$ cat src/rtl/sadma_pkg.sv
package sadma_pkg;

    typedef enum logic [1:0] {
        UNIT_B = 2'd0,
        UNIT_W = 2'd1,
        UNIT_L = 2'd2,
        UNIT_Q = 2'd3
    } unit_e;

    typedef enum logic {
        DIR_P2M = 1'b0,
        DIR_M2P = 1'b1
    } dir_e;

    typedef enum logic [2:0] {
        ST_IDLE,
        ST_ARMED,
        ST_ARB,
        ST_MOVE,
        ST_FREE
    } state_e;

    localparam int QUAD_BEATS = 4;
    localparam int BEAT_BYTES = 4;

    function automatic logic [4:0] unit_bytes(input unit_e u);
        case (u)
            UNIT_B:  return 5'd1;
            UNIT_W:  return 5'd2;
            UNIT_L:  return 5'd4;
            default: return 5'(QUAD_BEATS * BEAT_BYTES);
        endcase
    endfunction

endpackage

$ cat src/rtl/sadma_addr_gen.sv
module sadma_addr_gen
    import sadma_pkg::*;
#(
    parameter int AW = 32,
    parameter int CW = 8
) (
    input  logic          clk,
    input  logic          rst,
    input  logic          load,
    input  logic          step,
    input  logic [AW-1:0] cfg_addr,
    input  logic [CW-1:0] cfg_count,
    input  unit_e         cfg_unit,
    input  dir_e          cfg_dir,
    input  logic          cfg_burst,
    output logic [AW-1:0] bus_addr,
    output logic          beat_last,
    output logic          final_unit,
    output logic          cnt_zero,
    output dir_e          dir_q,
    output logic          burst_q
);
    localparam int BW = $clog2(QUAD_BEATS);

    logic [AW-1:0] addr_q;
    logic [CW-1:0] cnt_q;
    logic [BW-1:0] beat_q;
    unit_e         unit_q;

    assign beat_last  = (unit_q != UNIT_Q) || (beat_q == BW'(QUAD_BEATS - 1));
    assign final_unit = beat_last && (cnt_q == CW'(1));
    assign cnt_zero   = (cnt_q == '0);
    assign bus_addr   = addr_q + AW'(beat_q) * AW'(BEAT_BYTES);

    always_ff @(posedge clk) begin
        if (rst) begin
            addr_q  <= '0;
            cnt_q   <= '0;
            beat_q  <= '0;
            unit_q  <= UNIT_B;
            dir_q   <= DIR_P2M;
            burst_q <= 1'b0;
        end else if (load) begin
            addr_q  <= cfg_addr;
            cnt_q   <= cfg_count;
            beat_q  <= '0;
            unit_q  <= cfg_unit;
            dir_q   <= cfg_dir;
            burst_q <= cfg_burst;
        end else if (step) begin
            if (beat_last) begin
                beat_q <= '0;
                addr_q <= addr_q + AW'(unit_bytes(unit_q));
                cnt_q  <= cnt_q - CW'(1);
            end else begin
                beat_q <= beat_q + BW'(1);
            end
        end
    end

    // inner beats of a sixteen-byte unit step by one longword
    assert_quad_step_R6: assert property (@(posedge clk) disable iff (rst)
        (step && unit_q == UNIT_Q && beat_q != '0) |-> bus_addr == $past(bus_addr) + AW'(BEAT_BYTES));

endmodule

$ cat src/rtl/sadma_seq.sv
module sadma_seq
    import sadma_pkg::*;
(
    input  logic   clk,
    input  logic   rst,
    input  logic   start,
    input  logic   cfg_cnt_zero,
    input  logic   dreq_n,
    input  logic   bus_gnt,
    input  logic   beat_last,
    input  logic   final_unit,
    input  logic   cnt_zero,
    input  logic   burst,
    output state_e state,
    output logic   load,
    output logic   done
);
    state_e nxt;

    assign load = (state == ST_IDLE) && start && !cfg_cnt_zero;

    always_comb begin
        nxt = state;
        case (state)
            ST_IDLE:  if (load) nxt = ST_ARMED;
            ST_ARMED: if (!dreq_n) nxt = ST_ARB;
            ST_ARB:   if (bus_gnt) nxt = ST_MOVE;
            ST_MOVE:  if (beat_last && (final_unit || !burst)) nxt = ST_FREE;
            ST_FREE:  nxt = cnt_zero ? ST_IDLE : ST_ARMED;
            default:  nxt = ST_IDLE;
        endcase
    end

    always_ff @(posedge clk) begin
        if (rst) begin
            state <= ST_IDLE;
            done  <= 1'b0;
        end else begin
            state <= nxt;
            done  <= ((state == ST_IDLE) && start && cfg_cnt_zero) ||
                     ((state == ST_FREE) && cnt_zero);
        end
    end

    // completion is a single-cycle pulse
    assert_done_pulse_R9: assert property (@(posedge clk) disable iff (rst)
        done |=> !done);

    // hold mode chains units with no gap
    assert_burst_chain_R8: assert property (@(posedge clk) disable iff (rst)
        (state == ST_MOVE && burst && beat_last && !final_unit) |=> state == ST_MOVE);

endmodule

$ cat src/rtl/sadma_pins.sv
module sadma_pins
    import sadma_pkg::*;
#(
    parameter int AW = 32
) (
    input  state_e        state,
    input  dir_e          dir,
    input  logic [AW-1:0] bus_addr,
    output logic          bus_req,
    output logic [AW-1:0] mem_addr,
    output logic          mem_cs_n,
    output logic          mem_rd_n,
    output logic          mem_wr_n,
    output logic          dack_n
);
    logic moving;

    assign moving   = (state == ST_MOVE);
    assign bus_req  = (state == ST_ARB) || moving || (state == ST_FREE);
    assign mem_addr = moving ? bus_addr : '0;
    assign mem_cs_n = !moving;
    assign dack_n   = !moving;
    assign mem_wr_n = !(moving && dir == DIR_P2M);
    assign mem_rd_n = !(moving && dir == DIR_M2P);

endmodule

$ cat src/rtl/sadma_channel.sv
module sadma_channel
    import sadma_pkg::*;
#(
    parameter int AW = 32,
    parameter int CW = 8
) (
    input  logic          clk,
    input  logic          rst,
    input  logic          start,
    input  logic [AW-1:0] cfg_addr,
    input  logic [CW-1:0] cfg_count,
    input  logic [1:0]    cfg_unit,
    input  logic          cfg_dir,
    input  logic          cfg_burst,
    input  logic          dreq_n,
    input  logic          bus_gnt,
    output logic          bus_req,
    output logic [AW-1:0] mem_addr,
    output logic          mem_cs_n,
    output logic          mem_rd_n,
    output logic          mem_wr_n,
    output logic          dack_n,
    output logic          done
);
    state_e        state;
    logic          load, beat_last, final_unit, cnt_zero, burst_q;
    dir_e          dir_q;
    logic [AW-1:0] bus_addr;

    sadma_addr_gen #(.AW(AW), .CW(CW)) u_addr (
        .clk        (clk),
        .rst        (rst),
        .load       (load),
        .step       (state == ST_MOVE),
        .cfg_addr   (cfg_addr),
        .cfg_count  (cfg_count),
        .cfg_unit   (unit_e'(cfg_unit)),
        .cfg_dir    (dir_e'(cfg_dir)),
        .cfg_burst  (cfg_burst),
        .bus_addr   (bus_addr),
        .beat_last  (beat_last),
        .final_unit (final_unit),
        .cnt_zero   (cnt_zero),
        .dir_q      (dir_q),
        .burst_q    (burst_q)
    );

    sadma_seq u_seq (
        .clk          (clk),
        .rst          (rst),
        .start        (start),
        .cfg_cnt_zero (cfg_count == '0),
        .dreq_n       (dreq_n),
        .bus_gnt      (bus_gnt),
        .beat_last    (beat_last),
        .final_unit   (final_unit),
        .cnt_zero     (cnt_zero),
        .burst        (burst_q),
        .state        (state),
        .load         (load),
        .done         (done)
    );

    sadma_pins #(.AW(AW)) u_pins (
        .state    (state),
        .dir      (dir_q),
        .bus_addr (bus_addr),
        .bus_req  (bus_req),
        .mem_addr (mem_addr),
        .mem_cs_n (mem_cs_n),
        .mem_rd_n (mem_rd_n),
        .mem_wr_n (mem_wr_n),
        .dack_n   (dack_n)
    );

    // memory is only selected while grant is held
    assert_cs_under_grant_R3: assert property (@(posedge clk) disable iff (rst)
        !mem_cs_n |-> bus_gnt);

    // select, acknowledge and exactly one strobe move together
    assert_ack_with_strobe_R4: assert property (@(posedge clk) disable iff (rst)
        !mem_cs_n |-> (!dack_n && (mem_rd_n != mem_wr_n)));

    // a transfer burst ends with one release cycle before the request drops
    assert_release_cycle_R7: assert property (@(posedge clk) disable iff (rst)
        $rose(mem_cs_n) |-> (bus_req ##1 !bus_req));

    // request never falls straight out of a driven cycle
    assert_release_order_R11: assert property (@(posedge clk) disable iff (rst)
        $fell(bus_req) |-> $past(mem_cs_n && dack_n));

endmodule

$ cat config.mk
export PLATFORM = sky130hd
export DESIGN_NAME = sadma_channel
export DESIGN_NICKNAME = d
export VERILOG_FILES = /design/src/rtl/sadma_pkg.sv /design/src/rtl/sadma_addr_gen.sv /design/src/rtl/sadma_seq.sv /design/src/rtl/sadma_pins.sv /design/src/rtl/sadma_channel.sv
export SDC_FILE = /design/constraint.sdc
export NUM_CORES = 1
export LEC_CHECK = 0
export BUFFER_PORTS_ARGS = -buffer_cell sky130_fd_sc_hd__buf_2
export CAP_MARGIN = 20
export CORE_MARGIN = 2
export CORE_UTILIZATION = 45
export DETAILED_ROUTE_END_ITERATION = 8
export MAX_ROUTING_LAYER = met4
export PLACE_DENSITY_LB_ADDON = 0.1
export SYNTH_ARGS = -nofsm -noshare
export SYNTH_HDL_FRONTEND = slang
export SYNTH_SLANG_ARGS = --single-unit
export TNS_END_PERCENT = 30
$ cat constraint.sdc
create_clock -name clk -period 3.3 [get_ports clk]
set_input_delay 0.99 -clock clk [delete_from_list [all_inputs] [get_ports clk]]
set_output_delay 0.99 -clock clk [all_outputs]
set_load 0.01 [all_outputs]
# Word level (Yosys, flattened, before mapping)

Cells that the tools add are included.

Add/subtract/negate cells: 4
Bitwise logic cells: 1
Equality and inequality tests: 13
Reductions and logical operators: 27
Muxes and demuxes: 19

Operators by type and width:

| cell                                             | count |
|---|---|
| 2-to-1 mux 32 bit                                | 4 |
| adder 32 x 4 -> 32 bit                           | 1 |
| adder 32 x 5 -> 32 bit                           | 1 |
| 2-to-1 mux 8 bit                                 | 3 |
| 2-to-1 mux 5 bit                                 | 4 |
| logical NOT 8 bit                                | 2 |
| one-hot mux 3 bit (5 select lines)               | 1 |
| one-hot mux 5 bit (3 select lines)               | 1 |
| 2-to-1 mux 3 bit                                 | 4 |
| != test 2 bit, second input constant             | 5 |
| == test 8 x 1 -> 1 bit, second input constant    | 1 |
| logical AND 1 bit                                | 8 |
| subtractor 8 x 1 -> 8 bit, second input constant | 1 |
| == test 3 x 2 -> 1 bit, second input constant    | 2 |
| logical NOT 1 bit                                | 5 |
| logical OR 1 bit                                 | 5 |
| == test 2 bit, second input constant             | 2 |
| AND reduction 4 bit                              | 1 |
| nonzero test 2 bit                               | 2 |
| == test 3 x 1 -> 1 bit, second input constant    | 1 |
| == test 3 bit, second input constant             | 1 |
| logical NOT 3 bit                                | 1 |
| adder 2 x 1 -> 2 bit, second input constant      | 1 |
| == test 2 x 1 -> 1 bit, second input constant    | 1 |
| 6 further kinds                                  | 6 |

Bits of input ports: 49
Output and inout port bits: 38
Word-level logic and storage cells: 72
Register bits after elaboration: 50

# Logic depth before layout (Yosys ltp)

Gate-level depths: netlist of the first run.

Depth in word-level cells: 10
Depth in mapped cells: 9
Mapped depth without buffers: 8

# Cells and area by module

Synthesis of the first run repeated with hierarchy kept, for this count alone.

Cell total of the unflattened synthesis: 489
Area total of the unflattened synthesis: 3915.0 µm²

By module, submodules not included:

| module         | area each (µm²) | sequential area each (µm²) | cells an instance | instances |
|---|---|---|---|---|
| sadma_addr_gen | 3296.9          | 920.9                      | 413               | 1 |
| sadma_pins     | 360.3           | 0.0                        | 43                | 1 |
| sadma_seq      | 231.5           | 80.1                       | 28                | 1 |
| sadma_channel  | 26.3            | 0.0                        | 5                 | 1 |

# Worst setup path before layout of the first run

Ideal clock, no wire load.

Path type: reg-to-output
Start: register u_addr.beat_q[0]
End: output mem_addr[28]
Required time: 2310 ps
Cell stages (with the launch flop): 8
Slack: 415 ps
Data arrival time: 1895 ps
Cells stage by stage: dfxtp_1 -> ha_1 -> fa_1 -> nand2_1 -> or3_1 -> or3_1 -> xor2_1 -> nor2_1

Cells in the longest elaborated chain, start to end: 2

RTL lines:

| element                | line                 | source |
|---|---|---|
| start, declared        | sadma_addr_gen.sv:27 | `logic [BW-1:0] beat_q;` |
| start signal, assigned | sadma_addr_gen.sv:56 | `beat_q <= beat_q + BW'(1);` |
| adder 32 x 4 -> 32 bit | sadma_addr_gen.sv:33 | `assign bus_addr = addr_q + AW'(beat_q) * AW'(BEAT_BYTES);` |
| 2-to-1 mux 32 bit      | sadma_pins.sv:20     | `assign mem_addr = moving ? bus_addr : '0;` |
| end, declared          | sadma_channel.sv:18  | `output logic [AW-1:0] mem_addr,` |

Every way passes these cells.

# Worst setup path after layout of the first run

Start: register u_addr.addr_q[2]
End: output mem_addr[28]

Cells in the longest elaborated chain, start to end: 2

RTL lines:

| element                | line                 | source |
|---|---|---|
| start, declared        | sadma_addr_gen.sv:25 | `logic [AW-1:0] addr_q;` |
| start signal, assigned | sadma_addr_gen.sv:44 | `addr_q <= cfg_addr;` |
| start signal, assigned | sadma_addr_gen.sv:53 | `addr_q <= addr_q + AW'(unit_bytes(unit_q));` |
| adder 32 x 4 -> 32 bit | sadma_addr_gen.sv:33 |  |
| 2-to-1 mux 32 bit      | sadma_pins.sv:20     |  |

Every way passes these cells.

==> impl_metrics.py, run 1 <==
metrics = {
    "critical_path": {
        "worst_ep_arrival_time_ns": 2.31,
        "reg2reg_to": "u_addr.addr_q[25]",
        "r2r_setup_slk_ns": 0.68,
        "data_required_time_of_the_critical_path_ns": 2.31,
        "worst_r2r_path_depth": 6,
        "critPathLaunchType": "flop",
        "crit_start": "u_addr.addr_q[2]",
        "cp_max_fo": 4,
        "setup.worst_path.end": "mem_addr[28]",
        "regToRegStartpoint": "u_seq.state[1]",
        "worstSetupEndpointType": "output port",
        "crit_type": "flop to output port",
    },
    "run_status": {
        "run_status": "complete, no violations",
    },
    "logic_synthesis": {
        "synth_area_sq_um": 3820,
        "synth_top_area_share_pct": 26.2,
        "synth.ff_latch_count": 50,
        "synth_cell_types": 68,
        "yosysWarnings": 0,
        "synthArstFlopShare_pct": 0,
        "yosysSeqAreaShare_pct": 26.2,
        "syn_nets": 558,
        "syn_inst": 497,
        "postSynthAreaPerCell_sq_um": 7.69,
        "synth_ff_type": "sky130_fd_sc_hd__dfxtp_1",
        "edff_count_synth": 0,
        "synth_top_area_cell": "sky130_fd_sc_hd__dfxtp_1",
        "synth_top_cells_by_area": "sky130_fd_sc_hd__dfxtp_1 26%, sky130_fd_sc_hd__nand2_1 6.1%, sky130_fd_sc_hd__xor2_1 5.3%",
    },
    "timing": {
        "final_min_period_over_clock_period_pct": 99.9,
        "tightest_slew_ns": 0.709,
        "timing.clock.skew_ns": 0.0127,
        "fmax_mhz": 303,
        "rsz_0062_raised_after_global_routing": "true",
        "final_max_slew_viol_count": 0,
        "layout_min_cycle_time_ns": 3.30,
        "finalHoldViolCount": 0,
        "setup_total_negative_slack_ns": 0,
        "slew_headroom_pct": 52.6,
        "report.final.setup_viol": 0,
    },
    "route": {
        "detail_route.first_pass.iterations": 4,
        "remaining_drc_errors": 0,
        "wire_per_inst_microns": 17.2,
        "wl_microns": 11600,
        "drt.antenna.violating_nets": 0,
        "dr.first_iter.drc_count": 215,
        "via_per_inst": 5.89,
        "route.vias.total": 3973,
    },
    "min_path": {
        "worst_hold_path_type": "flop to flop",
    },
    "global_route": {
        "globalRouteOverflowTotal": 0,
        "grt_usage_pct": 26.0,
        "grt_first_pass_wirelength_microns": 18500,
        "number_of_antenna_violations_at_the_first_check_in_global_routing": 0,
        "largest_net_degree_at_the_start_of_global_routing": 36,
        "vias_in_the_first_global_route": 3815,
    },
    "final_layout": {
        "final_nets": 629,
        "final_design_utilization_pct": 54.6,
        "layout.cells.most_common_list": "86 x sky130_fd_sc_hd__buf_2, 61 x sky130_fd_sc_hd__nand2_1, 48 x sky130_fd_sc_hd__nor2_1",
        "diodes": 0,
        "layout_commonest_cell": "sky130_fd_sc_hd__buf_2",
        "drive_gt1_share_pct": 25.3,
        "area_delta_synth_final_pct": 17.3,
    },
    "floorplanning": {
        "die-height_microns": 96.2,
        "floorplan.initialDensity_pct": 46.5,
        "die_area_sq_um": 9250,
        "core_region_area_sq_um": 8220,
        "io-pin-count": 87,
        "std_cell_rows": 33,
        "die_w_microns": 96.2,
    },
    "clock_network": {
        "cts-root-buf": "sky130_fd_sc_hd__clkbuf_8",
        "cts_hold_buf": 0,
        "clk_pin_slew_ns": 0.09,
        "clk_path_buf_depth": 2,
        "cts.htree.levels": 2,
        "cts_tree": "yes",
        "clk-insertion-delay-late_ns": 0.31,
        "cts_inserted_buffers": 5,
        "clock_sinks": 50,
    },
    "power": {
        "leakagePower_uw": 0.00176,
        "vdd_ir_drop_max_v": 0.000208,
        "power.density_cell_area_nw_per_um2": 344,
        "report.power.total_uw": 1540,
    },
    "placement": {
        "port_buffers": 86,
        "dpl.hpwl_microns": 8370,
        "gpl.final_weighted_congestion": 0.871,
    },
    "job": {
        "max_cap_violations": 0,
    },
}
==> metrics by stage <==
stage / instances / setup slack (ns) / area [sq um] / hold WS, ns
6_report: 674 / 0.00203 / 4490 / 0.472
5_1_grt: 674 / -0.0809 / 4490 / 0.509
4_1_cts: 673 / 0.00255 / 4440 / 0.475
3_5_place_dp: 663 / 0.0606 / 4290 / 0.463
3_3_place_gp: 663 / 0.137 / 4290 / 0.445
2_1_floorplan: 497 / 0.415 / 3820 / 0.437
==> layer usage <==
metal  GRT usage [%]  up-vias  wire length (microns)
li1                -     1969                      -
met1            33.2     1850                   5110
met2            43.7      142                   5690
met3            2.74       12                    716
met4            7.02        0                    102
met5               -        -                      0
==> cell type report <==
class / instances / area (sq um)
Inverter: 4 / 15.0
Sequential cell: 50 / 1000
Multi-Input combinational cell: 404 / 2660
Timing Repair Buffer: 103 / 583
Clock inverter: 1 / 5.00
Tap cell: 105 / 131
Fill cell: 847 / 3730
Clock buffer: 7 / 86.3
==> cells in the mapped netlist, types with 10 or more instances <==
library cell,instances
sky130_fd_sc_hd__nand2_1,62
sky130_fd_sc_hd__buf_2,18
sky130_fd_sc_hd__dfxtp_1,50
sky130_fd_sc_hd__nand3_1,27
sky130_fd_sc_hd__or3_1,17
sky130_fd_sc_hd__and3_1,11
sky130_fd_sc_hd__o211ai_1,11
sky130_fd_sc_hd__xor2_1,23
sky130_fd_sc_hd__xnor2_1,11
sky130_fd_sc_hd__nor3_1,10
sky130_fd_sc_hd__nor2_1,48
sky130_fd_sc_hd__a21oi_1,28
sky130_fd_sc_hd__nand4_1,18
sky130_fd_sc_hd__a211oi_1,10
sky130_fd_sc_hd__ha_1,10
sky130_fd_sc_hd__a31oi_1,17
==> state kept, by name, indices dropped and copies added (netlist names) <==
signal and cells:
u_addr.addr_q 32, u_addr.burst_q 1, u_addr.beat_q 2, u_addr.dir_q 1
u_addr.unit_q 2, u_seq.state 3, u_seq.done 1, u_addr.cnt_q 8
==> worst min path at each step <==
stage	from	endpoint	cells past startpoint
2_1_floorplan	u_addr.burst_q	u_addr.burst_q	2
3_3_place_gp	u_addr.burst_q	u_addr.burst_q	2
3_5_place_dp	u_addr.dir_q	u_addr.dir_q	2
4_1_cts	u_addr.dir_q	u_addr.dir_q	2
5_1_grt	u_addr.cnt_q[5]	u_addr.cnt_q[5]	2
6_report	u_addr.dir_q	u_addr.dir_q	2
==> kinds of logic (layout without fill, tap and decap cells) <==
logic type | Yosys count | after routing | synth area share, %
flip-flops | 50 | 50 | 26.2
XOR/XNOR | 34 | 34 | 7.79
buffers and inverters | 43 | 115 | 5.83
multiplexers | 5 | 5 | 1.44
adder cells (fa/ha/maj) | 12 | 12 | 4.32
AND/OR/NAND/NOR | 249 | 249 | 36.1
AO/OA/AOI/OAI | 104 | 104 | 18.3
==> power by group <==
part           internal [uW]  leakage [uW]  total [uW]  switching (uW)
registers                663      0.000412         756            92.8
clock network            170     0.0000482         390             220
logic                    175       0.00130         397             222
==> worst max-delay path, stage by stage (launching register included) <==
cell                      delay (ns)
sky130_fd_sc_hd__dfxtp_2        0.37
sky130_fd_sc_hd__ha_4           0.14
sky130_fd_sc_hd__fa_2           0.21
sky130_fd_sc_hd__nand2_2        0.10
sky130_fd_sc_hd__or3_4          0.42
sky130_fd_sc_hd__or3_4          0.40
sky130_fd_sc_hd__xor2_1         0.15
sky130_fd_sc_hd__nor2_1         0.08
sky130_fd_sc_hd__buf_2          0.14
==> repair_timing <==
item / 4_1_cts / 5_1_grt
pin swaps: 1 / 2
buffers inserted: 2 / 1
setup endpoints to repair: 11 / 13
gates resized for setup: 9 / 6
Power figures use the tool's default switching activity.
==> inputs of run 2 (changes only) <==
RECOVER_POWER = 25   (was default)
==> run 2 against run 1 <==
Compared with the run above: the flow now finishes with violations (capacitance limit, slew limit); critical path depth unchanged; register-to-register slack about the same; first-iteration DRC count up 29%; total power down 0.51%; sequential power about the same; sequential share of layout area up 0.094 points; highest routed layer unchanged.
==> impl_metrics.py, run 2 (synthesis gave the netlist of run 1 again) <==
metrics = {
    "power": {
        "p_sw_uw": 530,
        "vdd_ir_drop_max_v": 0.000208,
        "leakagePower_uw": 0.00175,
        "power.clock.fraction_pct": 25.1,
        "pwr-share-comb_pct": 25.6,
        "power.density_cell_area_nw_per_um2": 344,
        "pwr-share-seq_pct": 49.3,
        "p_int_uw": 1010,
        "p_sw_share_pct": 34.5,
    },
    "timing": {
        "timing.clock.skew_ns": 0.0118,
        "tightest_slew_ns": 1.70,
        "fmax_mhz": 303,
        "slew_headroom_pct": -13.5,
        "report.final.setup_viol": 0,
        "layout_min_cycle_time_ns": 3.30,
        "worst_slack_ns": 0.00441,
        "final_max_slew_viol_count": 36,
        "finalHoldViolCount": 0,
        "final_min_period_over_clock_period_pct": 99.9,
        "rsz_0062_raised_after_global_routing": "true",
    },
    "critical_path": {
        "worst_r2r_path_depth": 7,
        "crit_type": "flop to output port",
        "worstSetupEndpointType": "output port",
        "cp_max_fo": 4,
        "data_required_time_of_the_critical_path_ns": 2.31,
        "critPathLaunchType": "flop",
        "r2r_setup_slk_ns": 0.68,
        "worst_ep_arrival_time_ns": 2.31,
    },
    "global_route": {
        "number_of_antenna_violations_at_the_first_check_in_global_routing": 0,
        "globalRouteOverflowTotal": 0,
        "grt_first_pass_wirelength_microns": 18500,
        "vias_in_the_first_global_route": 3815,
        "largest_net_degree_at_the_start_of_global_routing": 36,
        "grt_usage_pct": 26.0,
    },
    "route": {
        "via_per_inst": 6.02,
        "dr.first_iter.drc_count": 277,
        "wl_microns": 11600,
        "wire_per_inst_microns": 17.2,
        "drt.antenna.violating_nets": 0,
        "detail_route.first_pass.iterations": 6,
        "remaining_drc_errors": 0,
        "route.vias.total": 4057,
    },
    "final_layout": {
        "area_delta_synth_final_pct": 16.9,
        "top_register": "u_addr.addr_q",
        "layout_commonest_cell": "sky130_fd_sc_hd__buf_2",
        "fillers": 854,
        "drive_gt1_share_pct": 24.3,
        "biggest_regs": "u_addr.addr_q: 32 flops, u_addr.cnt_q: 8 flops, u_seq.state: 3 flops",
        "finalInstanceArea_sq_um": 4470,
        "largest_reg_flops": 32,
        "final_nets": 629,
        "layout.cells.most_common_list": "83 x sky130_fd_sc_hd__buf_2, 61 x sky130_fd_sc_hd__nand2_1, 48 x sky130_fd_sc_hd__nor2_1",
        "diodes": 0,
    },
    "clock_network": {
        "cts_tree": "yes",
        "clock_sinks": 50,
        "cts_inserted_buffers": 5,
        "clk-insertion-delay-late_ns": 0.31,
        "clk_path_buf_depth": 2,
        "cts-root-buf": "sky130_fd_sc_hd__clkbuf_8",
        "cts.htree.levels": 2,
        "cts_hold_buf": 0,
        "clk_pin_slew_ns": 0.09,
    },
    "placement": {
        "port_buffers": 86,
        "dpl.hpwl_microns": 8370,
        "postPlaceCellArea_sq_um": 4290,
        "dp_slack_ns": 0.0606,
        "gpl.final_weighted_congestion": 0.871,
    },
    "floorplanning": {
        "die_w_microns": 96.2,
        "core_region_area_sq_um": 8220,
        "std_cell_rows": 33,
        "die_area_sq_um": 9250,
        "floorplan.initialDensity_pct": 46.5,
        "io-pin-count": 87,
        "die-height_microns": 96.2,
    },
    "job": {
        "max_cap_violations": 1,
    },
    "min_path": {
        "timing.hold.worst_path_depth": 2,
        "worst_hold_path_type": "flop to flop",
    },
    "run_status": {
        "failing_checks": "capacitance limit, slew limit",
        "run_status": "finished, violations left",
    },
}
run 2: worst max-delay path, stage by stage (launching register included):
cell and delay [ns]:
sky130_fd_sc_hd__dfxtp_2 0.37, sky130_fd_sc_hd__ha_4 0.14, sky130_fd_sc_hd__fa_2 0.21, sky130_fd_sc_hd__nand2_2 0.10
sky130_fd_sc_hd__or3_4 0.42, sky130_fd_sc_hd__or3_4 0.40, sky130_fd_sc_hd__xor2_1 0.15, sky130_fd_sc_hd__nor2_1 0.08
sky130_fd_sc_hd__buf_2 0.14
run 2: layout make-up:
class	count	area, sq um	share of cell area (%)
multi-input cells	404	2650	59.4
flip-flops and latches	50	1000	22.5
repair buffers	103	573	12.8
well taps	105	131	2.94
clock buffers	7	86.3	1.93
inverters	4	15.0	0.336
clock inverters	1	5.00	0.112
run 2: what timing repair did:
item	CTS	global route
buffers inserted	2	1
pin swaps	1	2
resized for setup	9	6
setup endpoints to repair	11	13
run 2: path summary, 6_finish.rpt:
check	start	endpoint
max reg2reg	u_seq.state[1]	u_addr.cnt_q[4]
min	u_addr.dir_q	u_addr.dir_q
max	u_addr.addr_q[2]	mem_addr[28]
min reg2reg	u_addr.dir_q	u_addr.dir_q
run 2: layer usage:
metal / routed length (microns) / global-route usage [%] / up-vias
met3: 585 / 2.74 / 15
met5: 0 / - / -
met1: 5220 / 33.2 / 1938
li1: - / - / 1974
met2: 5630 / 43.7 / 130
met4: 164 / 7.02 / 0
run 2: per-stage QoR:
step	hold slack [ns]	setup TNS [ns]	instances	total power, uW	util [%]
after floorplan	0.437	0	497	1030	-
after global placement	0.445	0	663	1150	52.3
after detailed placement	0.463	0	663	1160	52.3
after CTS	0.475	0	673	1550	54.0
after global routing	0.509	-0.112	674	1620	54.4
final	0.472	0	674	1540	54.4
run 2: power groups by stage:
stage	Clock (uW)	Combinational, uW	Sequential, uW
floorplan	0	312	723
global route	416	437	767
CTS	398	397	753
finish	386	393	756
detailed placement	0	394	766
global placement	0	386	764
==> inputs of run 3 (changes only) <==
RECOVER_POWER = 100   (was 25)
==> run 3 against run 2 <==
Compared with the run above: the flow still finishes with violations (capacitance limit, slew limit); combinational power decreased by 2%; via count decreased by 0.62%; maximum frequency hardly changed; global-route usage did not move; register-to-register slack got worse by 0.23 ns; total power shrank 0.38%; cell area decreased by 0.48%; core utilization down 0.26 points; critical endpoint unchanged; first-iteration DRC count is 12% lower; count of clock-buffer cells in the layout unchanged.
==> impl_metrics.py, run 3 (synthesis gave the netlist of run 1 again) <==
metrics = {
    "floorplanning": {
        "std_cell_rows": 33,
        "die-height_microns": 96.2,
        "die_area_sq_um": 9250,
        "core_region_area_sq_um": 8220,
        "die_w_microns": 96.2,
        "io-pin-count": 87,
        "floorplan.initialDensity_pct": 46.5,
    },
    "power": {
        "vdd_ir_drop_max_v": 0.000207,
        "report.power.total_uw": 1530,
        "power.density_cell_area_nw_per_um2": 344,
        "leakagePower_uw": 0.00173,
    },
    "final_layout": {
        "area_delta_synth_final_pct": 16.3,
        "drive_gt1_share_pct": 23.6,
        "diodes": 0,
        "largest_reg_flops": 32,
        "layout.cells.most_common_list": "79 x sky130_fd_sc_hd__buf_2, 61 x sky130_fd_sc_hd__nand2_1, 48 x sky130_fd_sc_hd__nor2_1",
        "biggest_regs": "u_addr.addr_q: 32 flops, u_addr.cnt_q: 8 flops, u_seq.state: 3 flops",
        "final_nets": 629,
        "fillers": 857,
        "final_design_utilization_pct": 54.1,
        "finalInstanceArea_sq_um": 4450,
        "layout_commonest_cell": "sky130_fd_sc_hd__buf_2",
        "top_register": "u_addr.addr_q",
    },
    "placement": {
        "gpl.final_weighted_congestion": 0.871,
        "postPlaceCellArea_sq_um": 4290,
        "dpl.hpwl_microns": 8370,
        "port_buffers": 86,
    },
    "clock_network": {
        "clk_path_buf_depth": 2,
        "cts_tree": "yes",
        "cts-root-buf": "sky130_fd_sc_hd__clkbuf_8",
        "clock_sinks": 50,
        "cts.htree.levels": 2,
        "clk_pin_slew_ns": 0.09,
        "clk-insertion-delay-late_ns": 0.31,
        "cts_inserted_buffers": 5,
        "cts_hold_buf": 0,
    },
    "global_route": {
        "globalRouteOverflowTotal": 0,
        "largest_net_degree_at_the_start_of_global_routing": 36,
        "number_of_antenna_violations_at_the_first_check_in_global_routing": 0,
        "grt_first_pass_wirelength_microns": 18500,
        "grt_usage_pct": 26.0,
        "vias_in_the_first_global_route": 3815,
    },
    "timing": {
        "tightest_slew_ns": 1.70,
        "slew_headroom_pct": -13.5,
        "setup_total_negative_slack_ns": 0,
        "timing.clock.skew_ns": 0.0108,
        "final_max_slew_viol_count": 36,
        "fin_worst_hold_slack_ns": 0.473,
        "final_min_period_over_clock_period_pct": 99.8,
        "rsz_0062_raised_after_global_routing": "true",
        "fmax_mhz": 304,
        "finalHoldViolCount": 0,
        "report.final.setup_viol": 0,
        "layout_min_cycle_time_ns": 3.29,
    },
    "min_path": {
        "worst_hold_path_type": "flop to flop",
    },
    "route": {
        "route.vias.total": 4032,
        "remaining_drc_errors": 0,
        "drt.antenna.violating_nets": 0,
        "via_per_inst": 5.98,
        "detail_route.first_pass.iterations": 5,
        "wl_microns": 11500,
        "wire_per_inst_microns": 17.1,
        "dr.first_iter.drc_count": 244,
    },
    "critical_path": {
        "cp_max_fo": 4,
        "data_required_time_of_the_critical_path_ns": 2.31,
        "worst_ep_arrival_time_ns": 2.30,
        "crit_type": "flop to output port",
        "critPathLaunchType": "flop",
        "worstSetupEndpointType": "output port",
    },
    "run_status": {
        "run_status": "finished, violations left",
        "failing_checks": "capacitance limit, slew limit",
    },
    "job": {
        "max_cap_violations": 1,
    },
}
run 3: metal layers:
| metal | track usage, % | share of wire, % | routed length (microns) |
|---|---|---|---|
| met1 | 33.2 | 44 | 5070 |
| met3 | 2.74 | 5.7 | 654 |
| met5 | - | 0 | 0 |
| met2 | 43.7 | 49 | 5640 |
| met4 | 7.02 | 1.3 | 148 |
run 3: cell type report:
| class | instances | area (sq um) | area share, % |
|---|---|---|---|
| multi-input combinational | 404 | 2640 | 59.3 |
| timing repair buffer | 103 | 566 | 12.7 |
| sequential | 50 | 1000 | 22.6 |
| tap | 105 | 131 | 2.96 |
| clock inverter | 1 | 5.00 | 0.113 |
| inverter | 4 | 15.0 | 0.338 |
| clock buffer | 7 | 86.3 | 1.94 |
run 3: report_power, final:
part | internal, uW | switching (uW)
logic | 168 | 218
clock network | 170 | 217
registers | 663 | 92.2
run 3: path summary, 6_finish.rpt:
path / to / slack (ns) / startpoint / cells past startpoint
setup / recovery: mem_addr[28] / 0.006 / u_addr.addr_q[2] / 8
setup reg to reg: u_addr.addr_q[9] / 0.45 / u_seq.state[2] / 7
hold reg to reg: u_addr.dir_q / 0.47 / u_addr.dir_q / 2
hold / removal: u_addr.dir_q / 0.47 / u_addr.dir_q / 2
run 3: repair_timing:
item | CTS | global route
buffers inserted | 2 | 1
endpoints found under the setup margin | 11 | 13
pin swaps | 1 | 2
gates resized for setup | 9 | 6
run 3: through the flow:
step | setup WS, ns | std cells
5_1_grt | -0.0809 | 674
3_5_place_dp | 0.0606 | 663
4_1_cts | 0.00255 | 673
2_1_floorplan | 0.415 | 497
3_3_place_gp | 0.137 | 663
6_report | 0.00585 | 674
run 3: worst max-delay path, cell delays in order, from the launching register on:
cell,delay [ns]
sky130_fd_sc_hd__dfxtp_2,0.37
sky130_fd_sc_hd__ha_4,0.14
sky130_fd_sc_hd__fa_2,0.21
sky130_fd_sc_hd__nand2_2,0.10
sky130_fd_sc_hd__or3_4,0.42
sky130_fd_sc_hd__or3_4,0.40
sky130_fd_sc_hd__xor2_1,0.15
sky130_fd_sc_hd__nor2_1,0.08
sky130_fd_sc_hd__buf_2,0.14
